File: src/rtl/cal_burn_pkg.sv
package cal_burn_pkg;

    localparam int STEP_N = 18;
    localparam int STEP_W = 5;

    localparam logic [7:0] CMD_BANK4    = 8'hF4;
    localparam logic [7:0] CMD_BANK0    = 8'hF0;
    localparam logic [7:0] CMD_DRV_RST  = 8'h91;
    localparam logic [7:0] CMD_SEL_UP   = 8'hA1;
    localparam logic [7:0] CMD_SEL_LOW  = 8'hA0;
    localparam logic [7:0] CMD_PROG     = 8'h52;
    localparam logic [7:0] CMD_READ     = 8'h50;
    localparam logic [7:0] CMD_IDLE     = 8'h56;
    localparam logic [3:0] LOAD_UP_HI   = 4'h7;
    localparam logic [3:0] LOAD_LOW_HI  = 4'h6;

    typedef enum logic [1:0] {
        ST_IDLE = 2'd0,
        ST_SEND = 2'd1,
        ST_WAIT = 2'd2
    } seq_state_e;

    typedef enum logic [1:0] {
        WK_NONE = 2'd0,
        WK_PROG = 2'd1,
        WK_READ = 2'd2
    } wait_kind_e;

    typedef struct packed {
        seq_state_e          state;
        logic [STEP_W-1:0]   step;
        logic [5:0]          off;
        logic                done;
    } seq_regs_t;

    // Cycles needed to strictly exceed a wait given in microseconds.
    function automatic longint unsigned wait_cycles(input longint unsigned hz,
                                                    input longint unsigned us);
        return (hz * us + 64'd999_999) / 64'd1_000_000 + 64'd1;
    endfunction

    // Command byte issued at each step of the script.
    function automatic logic [7:0] step_byte(input logic [STEP_W-1:0] idx,
                                             input logic [5:0] off);
        logic [7:0] b;
        case (idx)
            5'd0:  b = CMD_BANK4;
            5'd1:  b = {LOAD_UP_HI, 2'b00, off[5:4]};
            5'd2:  b = {LOAD_LOW_HI, off[3:0]};
            5'd3:  b = CMD_SEL_UP;
            5'd4:  b = CMD_PROG;
            5'd5:  b = CMD_IDLE;
            5'd6:  b = CMD_SEL_LOW;
            5'd7:  b = CMD_PROG;
            5'd8:  b = CMD_IDLE;
            5'd9:  b = CMD_BANK0;
            5'd10: b = CMD_DRV_RST;
            5'd11: b = CMD_BANK4;
            5'd12: b = CMD_SEL_UP;
            5'd13: b = CMD_READ;
            5'd14: b = CMD_IDLE;
            5'd15: b = CMD_SEL_LOW;
            5'd16: b = CMD_READ;
            5'd17: b = CMD_IDLE;
            default: b = 8'h00;
        endcase
        return b;
    endfunction

    // Wait that follows acceptance of the byte at each step.
    function automatic wait_kind_e step_wait(input logic [STEP_W-1:0] idx);
        wait_kind_e k;
        case (idx)
            5'd4, 5'd7:   k = WK_PROG;
            5'd13, 5'd16: k = WK_READ;
            default:      k = WK_NONE;
        endcase
        return k;
    endfunction

endpackage

File: src/rtl/cal_step_rom.sv
module cal_step_rom
    import cal_burn_pkg::*;
(
    input  logic [STEP_W-1:0] idx,
    input  logic [5:0]        off,
    output logic [7:0]        cmd,
    output wait_kind_e        wait_kind,
    output logic              last
);

    always_comb begin
        cmd       = step_byte(idx, off);
        wait_kind = step_wait(idx);
        last      = (idx == STEP_W'(STEP_N - 1));
    end

endmodule

File: src/rtl/cal_wait_timer.sv
module cal_wait_timer #(
    parameter int CNT_W = 18
) (
    input  logic             clk,
    input  logic             rst_n,
    input  logic             load,
    input  logic [CNT_W-1:0] load_val,
    output logic             zero
);

    logic [CNT_W-1:0] cnt_d, cnt_q;

    always_comb begin
        cnt_d = cnt_q;
        if (load) begin
            cnt_d = load_val;
        end else if (cnt_q != '0) begin
            cnt_d = cnt_q - CNT_W'(1);
        end
    end

    always_ff @(posedge clk or negedge rst_n) begin
        if (!rst_n) begin
            cnt_q <= '0;
        end else begin
            cnt_q <= cnt_d;
        end
    end

    assign zero = (cnt_q == '0);

endmodule

File: src/rtl/cal_burn_seq.sv
module cal_burn_seq
    import cal_burn_pkg::*;
#(
    parameter int unsigned CLK_HZ       = 50_000_000,
    parameter int unsigned PROG_WAIT_US = 4000,
    parameter int unsigned READ_WAIT_US = 10
) (
    input  logic       clk,
    input  logic       rst_n,
    input  logic       start,
    input  logic [5:0] offset,
    output logic [7:0] cmd_byte,
    output logic       cmd_valid,
    input  logic       cmd_ready,
    output logic       busy,
    output logic       done
);

    localparam int unsigned PROG_CYC =
        32'(wait_cycles(64'(CLK_HZ), 64'(PROG_WAIT_US)));
    localparam int unsigned READ_CYC =
        32'(wait_cycles(64'(CLK_HZ), 64'(READ_WAIT_US)));
    localparam int unsigned MAX_CYC  = (PROG_CYC > READ_CYC) ? PROG_CYC : READ_CYC;
    localparam int          CNT_W    = $clog2(MAX_CYC + 1);
    localparam logic [CNT_W-1:0] PROG_LOAD = CNT_W'(PROG_CYC - 1);
    localparam logic [CNT_W-1:0] READ_LOAD = CNT_W'(READ_CYC - 1);

    seq_regs_t          r_d, r_q;
    logic [7:0]         rom_cmd;
    wait_kind_e         rom_wait;
    logic               rom_last;
    logic               tmr_load;
    logic [CNT_W-1:0]   tmr_val;
    logic               tmr_zero;

    cal_step_rom u_rom (
        .idx       (r_q.step),
        .off       (r_q.off),
        .cmd       (rom_cmd),
        .wait_kind (rom_wait),
        .last      (rom_last)
    );

    cal_wait_timer #(.CNT_W(CNT_W)) u_tmr (
        .clk      (clk),
        .rst_n    (rst_n),
        .load     (tmr_load),
        .load_val (tmr_val),
        .zero     (tmr_zero)
    );

    always_comb begin
        r_d      = r_q;
        r_d.done = 1'b0;
        tmr_load = 1'b0;
        tmr_val  = '0;
        case (r_q.state)
            ST_IDLE: begin
                if (start) begin
                    r_d.state = ST_SEND;
                    r_d.step  = '0;
                    r_d.off   = offset;
                end
            end
            ST_SEND: begin
                if (cmd_ready) begin
                    if (rom_wait != WK_NONE) begin
                        r_d.state = ST_WAIT;
                        tmr_load  = 1'b1;
                        tmr_val   = (rom_wait == WK_PROG) ? PROG_LOAD : READ_LOAD;
                    end else if (rom_last) begin
                        r_d.state = ST_IDLE;
                        r_d.done  = 1'b1;
                    end else begin
                        r_d.step  = r_q.step + STEP_W'(1);
                    end
                end
            end
            ST_WAIT: begin
                if (tmr_zero) begin
                    r_d.state = ST_SEND;
                    r_d.step  = r_q.step + STEP_W'(1);
                end
            end
            default: begin
                r_d.state = ST_IDLE;
            end
        endcase
    end

    always_ff @(posedge clk or negedge rst_n) begin
        if (!rst_n) begin
            r_q <= '{state: ST_IDLE, step: '0, off: '0, done: 1'b0};
        end else begin
            r_q <= r_d;
        end
    end

    assign cmd_valid = (r_q.state == ST_SEND);
    assign cmd_byte  = rom_cmd;
    assign busy      = (r_q.state != ST_IDLE);
    assign done      = r_q.done;

endmodule

File: config.mk
export PLATFORM = sky130hd
export DESIGN_NAME = cal_burn_seq
export DESIGN_NICKNAME = d
export VERILOG_FILES = /design/src/rtl/cal_burn_pkg.sv /design/src/rtl/cal_step_rom.sv /design/src/rtl/cal_wait_timer.sv /design/src/rtl/cal_burn_seq.sv
export SDC_FILE = /design/constraint.sdc
export NUM_CORES = 1
export LEC_CHECK = 0
export BUFFER_PORTS_ARGS = -buffer_cell sky130_fd_sc_hd__buf_2
export CAP_MARGIN = 20
export CORE_UTILIZATION = 60
export CTS_CLUSTER_DIAMETER = 30
export DETAILED_ROUTE_END_ITERATION = 6
export PLACE_DENSITY = 0.81
export SLEW_MARGIN = 20
export SYNTH_ARGS = -nofsm -noshare
export SYNTH_HDL_FRONTEND = slang
export SYNTH_HIERARCHICAL = 1
export SYNTH_SLANG_ARGS = --single-unit
File: constraint.sdc
create_clock -name clk -period 3 [get_ports clk]
set_clock_uncertainty 0.05 [all_clocks]
set_input_delay 0.15 -clock clk [delete_from_list [all_inputs] [get_ports clk]]
set_output_delay 0.15 -clock clk [all_outputs]
set_load 0.01 [all_outputs]
==> impl_results.md, run 1 <==
- Clock network latency to the later pin of the worst-skew pair: 0.29 ns
- Critical Path Start Type: flop
- Number of maximum-capacitance constraint violations: 0
- DIE AREA: 0.00417 mm^2
- Final core utilization: 71.6%
- Main flop type after synthesis: sky130_fd_sc_hd__dfrtp_1
- Floorplan row count: 22
- GR Layer Usage met3: 4.75%
- R2R cell count: 9
- Number of instances in the synthesized netlist: 264
- Gates resized, CTS repair: 0
- Vias: 2,132
- Peak per-stage delay on the critical path: 0.53 ns
- Port-buffer cells: 20
- Met2 Track Usage GR: 46.3%
- Post-synthesis sequential area ratio: 34.1%
- Library cell with the largest summed area after synthesis: sky130_fd_sc_hd__dfrtp_1
- Largest net degree at the start of global routing: 36
- Number of inserted filler cells in the final layout: 305
- Worst rel slew slack: 50.8%
- Critical path class: flop to flop
- Dpl hpwl: 3.79 mm
- Endpoints failing hold: 0
- Post-synthesis instance area: 0.00235 mm^2
- Number of nets still failing antenna checks after routing: 0
- Overall overflow remaining after global route: 0
- Post-CTS Setup Repair Bufs: 0
- RSZ-0062 raised after global routing: false
- Number of enable-type register cells in the synthesized netlist: 0
- DR iter-0 viols: 184
- Required time of the critical path: 3.11 ns
- Yosys warnings: 6
- Cell with the most instances on the worst path: sky130_fd_sc_hd__nor2_1
- Antenna violations before repair: 0
- Max IR drop VDD: 0.289 mV
- Source of the worst register-to-register timing path: r_q[10]
- Number of clock sinks seen by CTS: 32
- Layer carrying the most global-route usage: met2
- Global Route met1 Usage: 39.3%
- Width of the chip: 64.6 um
- Series of cell instances along the critical path: nor2_1 > nand2_1 > o22ai_1 > nor2b_1 > nor2_1 > nor2_2 > buf_4 > nor3_1 > a2111oi_1
- Router iterations before antenna repair: 4
- DP Area: 0.00254 mm^2
- Capturing element type of the critical path: flop
- Status: complete, no violations
- Share of synthesized registers carrying an async set or reset: 100%
- Wire length of the first global-routing pass: 9.14 mm
- CTS Buf Count: 5
- Growth of design area from synthesis to finish: 13.3%
- Maximum root-to-sink buffer count: 2
- Post-route minimum period: 2.65 ns
- Launching instance or port of the critical path: r_q[10]
- Routability Congestion: 0.868
- Setup Total Neg Slack: 0 ns
- Core Area: 0.00372 mm^2
- Total GRT Usage: 28.4%
- Worst min-delay path class: input port to flop
- DR DRC count: 0
- CTS tree: yes
- Slowest cell on crit path: sky130_fd_sc_hd__dfrtp_1
- Data arrival time of the critical path: 2.76 ns
- Portion of synthesized cell area occupied by the leading cell type: 34.1%
- H-tree level count: 2
- Master cell of the clock root buffer: sky130_fd_sc_hd__clkbuf_8
- Cell area after layout: 0.00266 mm^2
- Total wire length after detailed routing: 5.35 mm
- Number of distinct library cells after synthesis: 67
- Vias in the first global route: 1,975
- DR WL/cell: 15.5 um
- Initial Utilization: 63.2%
- Hold Startpoint: offset[5]
- Part of the cycle the worst path needs: 88.3%
- Register bit count reported by yosys: 32
- Die outline height: 64.6 um
- Hold path depth: 2
- Worst-margin pin slew: 0.738 ns
- Worst setup slack before clock tree synthesis: 0.423 ns
- Via-per-instance ratio: 6.16
- Clk slew on worst S/H paths: 0.07 ns
- Mean Syn Cell Area: 8.90 um^2
- Max Freq: 0.378 GHz
- Top area cells in the synthesized netlist: sky130_fd_sc_hd__dfrtp_1 34%, sky130_fd_sc_hd__nand2_1 3.8%, sky130_fd_sc_hd__o31ai_1 3.8%
- Lkg Pwr: 1.11 nW
- Count of antenna diodes in the layout: 0
- Net count reported at finish: 314
- Number of top-level pins: 21
- Final worst-path setup slack: 0.351 ns
- Slew Limit Fails: 0
- Number of failing setup endpoints in the final timing report: 0
- Layout cells sized above 1: 19.1%
- Largest fanout of any net on the critical path: 35
- Total power density per cell area: 322 mW/mm^2
==> state kept, by name, summed over array words and instances, names as in the netlist <==
signal / count
u_tmr/cnt_q: 18
r_q: 13
done: 1
==> worst max-delay path: cells and delay by family, from the launching register on <==
kind,cells,cell delay [ns]
buf+inv,1,0.34
flops,1,0.53
compound gates,2,0.51
simple gates,6,1.11
==> stage by stage <==
stage / cells / hold WS, ns / power, mW
finish: 346 / 0.0267 / 0.858
floorplan: 271 / -0.196 / 0.442
CTS: 346 / 0.0262 / 0.864
detailed placement: 337 / 0.203 / 0.457
global placement: 337 / 0.200 / 0.457
global route: 346 / 0.0396 / 0.886
==> kinds of logic after synthesis <==
logic type | count (synthesis) | share of synthesized area (%)
AND/OR/NAND/NOR | 112 | 27.5
AO/OA/AOI/OAI | 68 | 21.8
flip-flops | 32 | 34.1
buffers and inverters | 25 | 5.00
XOR/XNOR | 12 | 4.47
adder cells (fa/ha/maj) | 7 | 3.73
multiplexers | 7 | 3.30
other | 1 | 0.160
==> cells in the final DEF (no fill, tap or decap), drive strengths merged, types with 8 or more instances in the layout <==
cell / count
nor2: 19
buf: 30
o31ai: 13
a21oi: 13
conb: 8
nand3: 12
nor4: 8
nand2: 25
o21ai: 12
dfrtp: 32
nand2b: 11
nor3: 9
inv: 12
==> Yosys cell counts, types with 3 or more instances <==
cell                        n
sky130_fd_sc_hd__ha_1       7
sky130_fd_sc_hd__a21oi_1   12
sky130_fd_sc_hd__buf_2      4
sky130_fd_sc_hd__xor2_1     6
sky130_fd_sc_hd__o31ai_1   12
sky130_fd_sc_hd__nor4_1     7
sky130_fd_sc_hd__inv_1     11
sky130_fd_sc_hd__o22ai_1    3
sky130_fd_sc_hd__dfrtp_1   32
sky130_fd_sc_hd__nand4_1    3
sky130_fd_sc_hd__or3_1      3
sky130_fd_sc_hd__and3_1     4
sky130_fd_sc_hd__nand3_1   11
sky130_fd_sc_hd__nor2_1    18
sky130_fd_sc_hd__buf_4      3
sky130_fd_sc_hd__nor3_1     6
sky130_fd_sc_hd__nand2b_1  10
sky130_fd_sc_hd__nand2_1   24
sky130_fd_sc_hd__o22a_1     3
sky130_fd_sc_hd__mux2_1     6
sky130_fd_sc_hd__nor3_2     3
sky130_fd_sc_hd__clkbuf_1   4
sky130_fd_sc_hd__xnor2_1    6
sky130_fd_sc_hd__o21ai_1   10
sky130_fd_sc_hd__nor3b_1    3
==> path summary, 6_finish.rpt <==
path                              endpoint  slack (ns)
max                        u_tmr/cnt_q[17]        0.35
max in group asynchronous           r_q[7]        2.02
max reg2reg                u_tmr/cnt_q[17]        0.35
min in group asynchronous  u_tmr/cnt_q[16]        0.41
min                                 r_q[6]        0.03
min reg2reg                         r_q[3]        0.44
==> layer usage <==
| layer | vias up | wire (um) | part of all wire (%) |
|---|---|---|---|
| met1 | 1042 | 2580 | 48 |
| met4 | 0 | 17 | 0.32 |
| met3 | 2 | 287 | 5.4 |
| li1 | 1032 | - | - |
| met2 | 56 | 2470 | 46 |
| met5 | - | 0 | 0 |
==> report_power, final <==
part           switching [mW]  internal, mW  leakage [nW]
clock network           0.163         0.246        0.0552
registers                   0         0.431         0.380
logic                  0.0118       0.00596         0.670
total                   0.175         0.684          1.11
==> timing repair <==
action | CTS | global route
hold buffers | 1 | 0
hold endpoints to repair | 32 | 0
setup endpoints to repair | 0 | 0
==> final cells by class <==
type	count	area, um^2	share of cell area [%]
clock inverter	2	35.0	1.32
sequential	32	801	30.1
inverter	13	48.8	1.83
timing repair buffer	31	185	6.95
clock buffer	6	72.6	2.73
tap	48	60.1	2.26
multi-input combinational	214	1460	54.8
Note: power is estimated with default switching activity, not from simulation.
==> inputs of run 2 (changes only) <==
--- a/config.mk
+++ b/config.mk
@@ -7,7 +7,9 @@
 export LEC_CHECK = 0
 export BUFFER_PORTS_ARGS = -buffer_cell sky130_fd_sc_hd__buf_2
 export CAP_MARGIN = 20
+export CORE_ASPECT_RATIO = 1.2
 export CORE_UTILIZATION = 60
+export CTS_BUF_LIST = sky130_fd_sc_hd__clkbuf_4 sky130_fd_sc_hd__clkbuf_8 sky130_fd_sc_hd__clkbuf_16
 export CTS_CLUSTER_DIAMETER = 30
 export DETAILED_ROUTE_END_ITERATION = 6
 export PLACE_DENSITY = 0.81
==> run 2 against run 1 <==
Non-clock buffer count rose by 2. Sequential power barely moved. Via count fell by 0.98%. Sequential cell count did not move. Wire length fell by 0.60%. Largest power group is now clock. Highest routed layer unchanged.
==> impl_results.md, run 2 (synthesis results as in run 1) <==
- Max Freq: 0.362 GHz
- Routability Congestion: 0.885
- Top reg by flops: u_tmr/cnt_q
- Growth of design area from synthesis to finish: 15.0%
- Largest net degree at the start of global routing: 36
- DR iter-0 viols: 133
- Final core utilization: 73.1%
- CTS tree: yes
- Number of inserted filler cells in the final layout: 298
- Port-buffer cells: 20
- Net count reported at finish: 316
- Largest fanout of any net on the critical path: 35
- Total wire length after detailed routing: 5.32 mm
- Layout cells sized above 1: 20.0%
- DIE AREA: 0.00417 mm^2
- Cells after DPL: 343
- Overall overflow remaining after global route: 0
- Filler-free cell count of the finished design: 352
- Critical Path Start Type: flop
- Hold buffer count at CTS: 1
- Commonest non-fill, non-tap cell in the layout: sky130_fd_sc_hd__dfrtp_1
- Master cell of the clock root buffer: sky130_fd_sc_hd__clkbuf_8
- Lkg Pwr: 1.12 nW
- Commonest non-fill, non-tap cells in the layout: 32 x sky130_fd_sc_hd__dfrtp_1, 24 x sky130_fd_sc_hd__nand2_1, 20 x sky130_fd_sc_hd__buf_2, 17 x sky130_fd_sc_hd__nor2_1
- Clk slew on worst S/H paths: 0.07 ns
- RSZ-0062 raised after global routing: false
- Router iterations before antenna repair: 4
- Worst min-delay path class: input port to flop
- Post-CTS Setup Repair Bufs: 0
- DR WL/cell: 15.1 um
- Floorplan row count: 24
- Count of antenna diodes in the layout: 0
- DP Area: 0.00256 mm^2
- Critical path class: flop to flop
- Worst rel slew slack: 50.9%
- Cell area after layout: 0.00270 mm^2
- Data arrival time of the critical path: 2.87 ns
- Die outline height: 70.6 um
- Number of nets still failing antenna checks after routing: 0
- Worst-margin pin slew: 0.736 ns
- Gates resized, CTS repair: 0
- Antenna violations before repair: 0
- Number of clock sinks seen by CTS: 32
- Capturing element type of the critical path: flop
- Via-per-instance ratio: 6.00
- Number of top-level pins: 21
- Endpoints failing hold: 0
- Core Area: 0.00369 mm^2
- H-tree level count: 2
- Max IR drop VDD: 0.296 mV
- Hold slack final: 0.0211 ns
- Status: complete, no violations
- Width of the chip: 59.1 um
- Number of maximum-capacitance constraint violations: 0
- Part of the cycle the worst path needs: 92.0%
- Wire length of the first global-routing pass: 8.89 mm
- Post-route minimum period: 2.76 ns
- Number of flip-flops under the largest register name: 18
- Clock network latency to the later pin of the worst-skew pair: 0.29 ns
- Number of failing setup endpoints in the final timing report: 0
- Total power density per cell area: 337 mW/mm^2
- Maximum root-to-sink buffer count: 2
- Total GRT Usage: 28.0%
- Initial Utilization: 63.6%
- Dpl hpwl: 3.74 mm
- Vias: 2,111
- CTS Buf Count: 5
- DR DRC count: 0
- Required time of the critical path: 3.11 ns
- Slew Limit Fails: 0
- Setup Total Neg Slack: 0 ns
- Vias in the first global route: 1,992
-- run 2: per-stage QoR --
stage	setup WS, ns	total power [mW]
floorplan	0.464	0.442
global placement	0.479	0.456
detailed placement	0.360	0.457
CTS	0.311	0.917
global route	0.0470	0.940
finish	0.240	0.911
-- run 2: routing by layer --
metal	GRT usage [%]	wire, um	up-vias
li1	-	-	1033
met1	33.7	2180	1012
met2	48.9	2820	54
met3	5.67	223	12
met4	9.79	98	0
met5	0	0	-
-- run 2: worst paths after layout --
check	startpoint	end	slack (ns)	depth (start not counted)
max	r_q[7]	u_tmr/cnt_q[17]	0.24	7
min reg2reg	r_q[4]	r_q[4]	0.45	1
min	offset[3]	r_q[4]	0.02	2
max in group asynchronous	rst_n	u_tmr/cnt_q[9]	2.02	2
min in group asynchronous	rst_n	u_tmr/cnt_q[14]	0.40	2
max reg2reg	r_q[7]	u_tmr/cnt_q[17]	0.24	7
-- run 2: power breakdown --
part / switching, mW / internal, mW / total, mW
Sequential: 0 / 0.431 / 0.431
Combinational: 0.0117 / 0.00597 / 0.0177
Clock: 0.169 / 0.293 / 0.462
Total: 0.180 / 0.730 / 0.911
-- run 2: area by class of cell --
type                            instances  area [um^2]  area share, %
Inverter                               13         48.8           1.81
Sequential cell                        32          801           29.6
Clock inverter                          1         30.0           1.11
Tap cell                               52         65.1           2.41
Clock buffer                            7         96.3           3.57
Multi-Input combinational cell        214         1460           54.1
Timing Repair Buffer                   33          200           7.41
-- run 2: critical path, cell delays in order (launching register included) --
cell and delay, ns:
sky130_fd_sc_hd__dfrtp_1 0.54, sky130_fd_sc_hd__and2b_1 0.27, sky130_fd_sc_hd__nor4_1 0.60, sky130_fd_sc_hd__nor2_1 0.14, sky130_fd_sc_hd__nor2_2 0.15, sky130_fd_sc_hd__buf_4 0.34, sky130_fd_sc_hd__nor3_1 0.16, sky130_fd_sc_hd__a2111oi_1 0.38
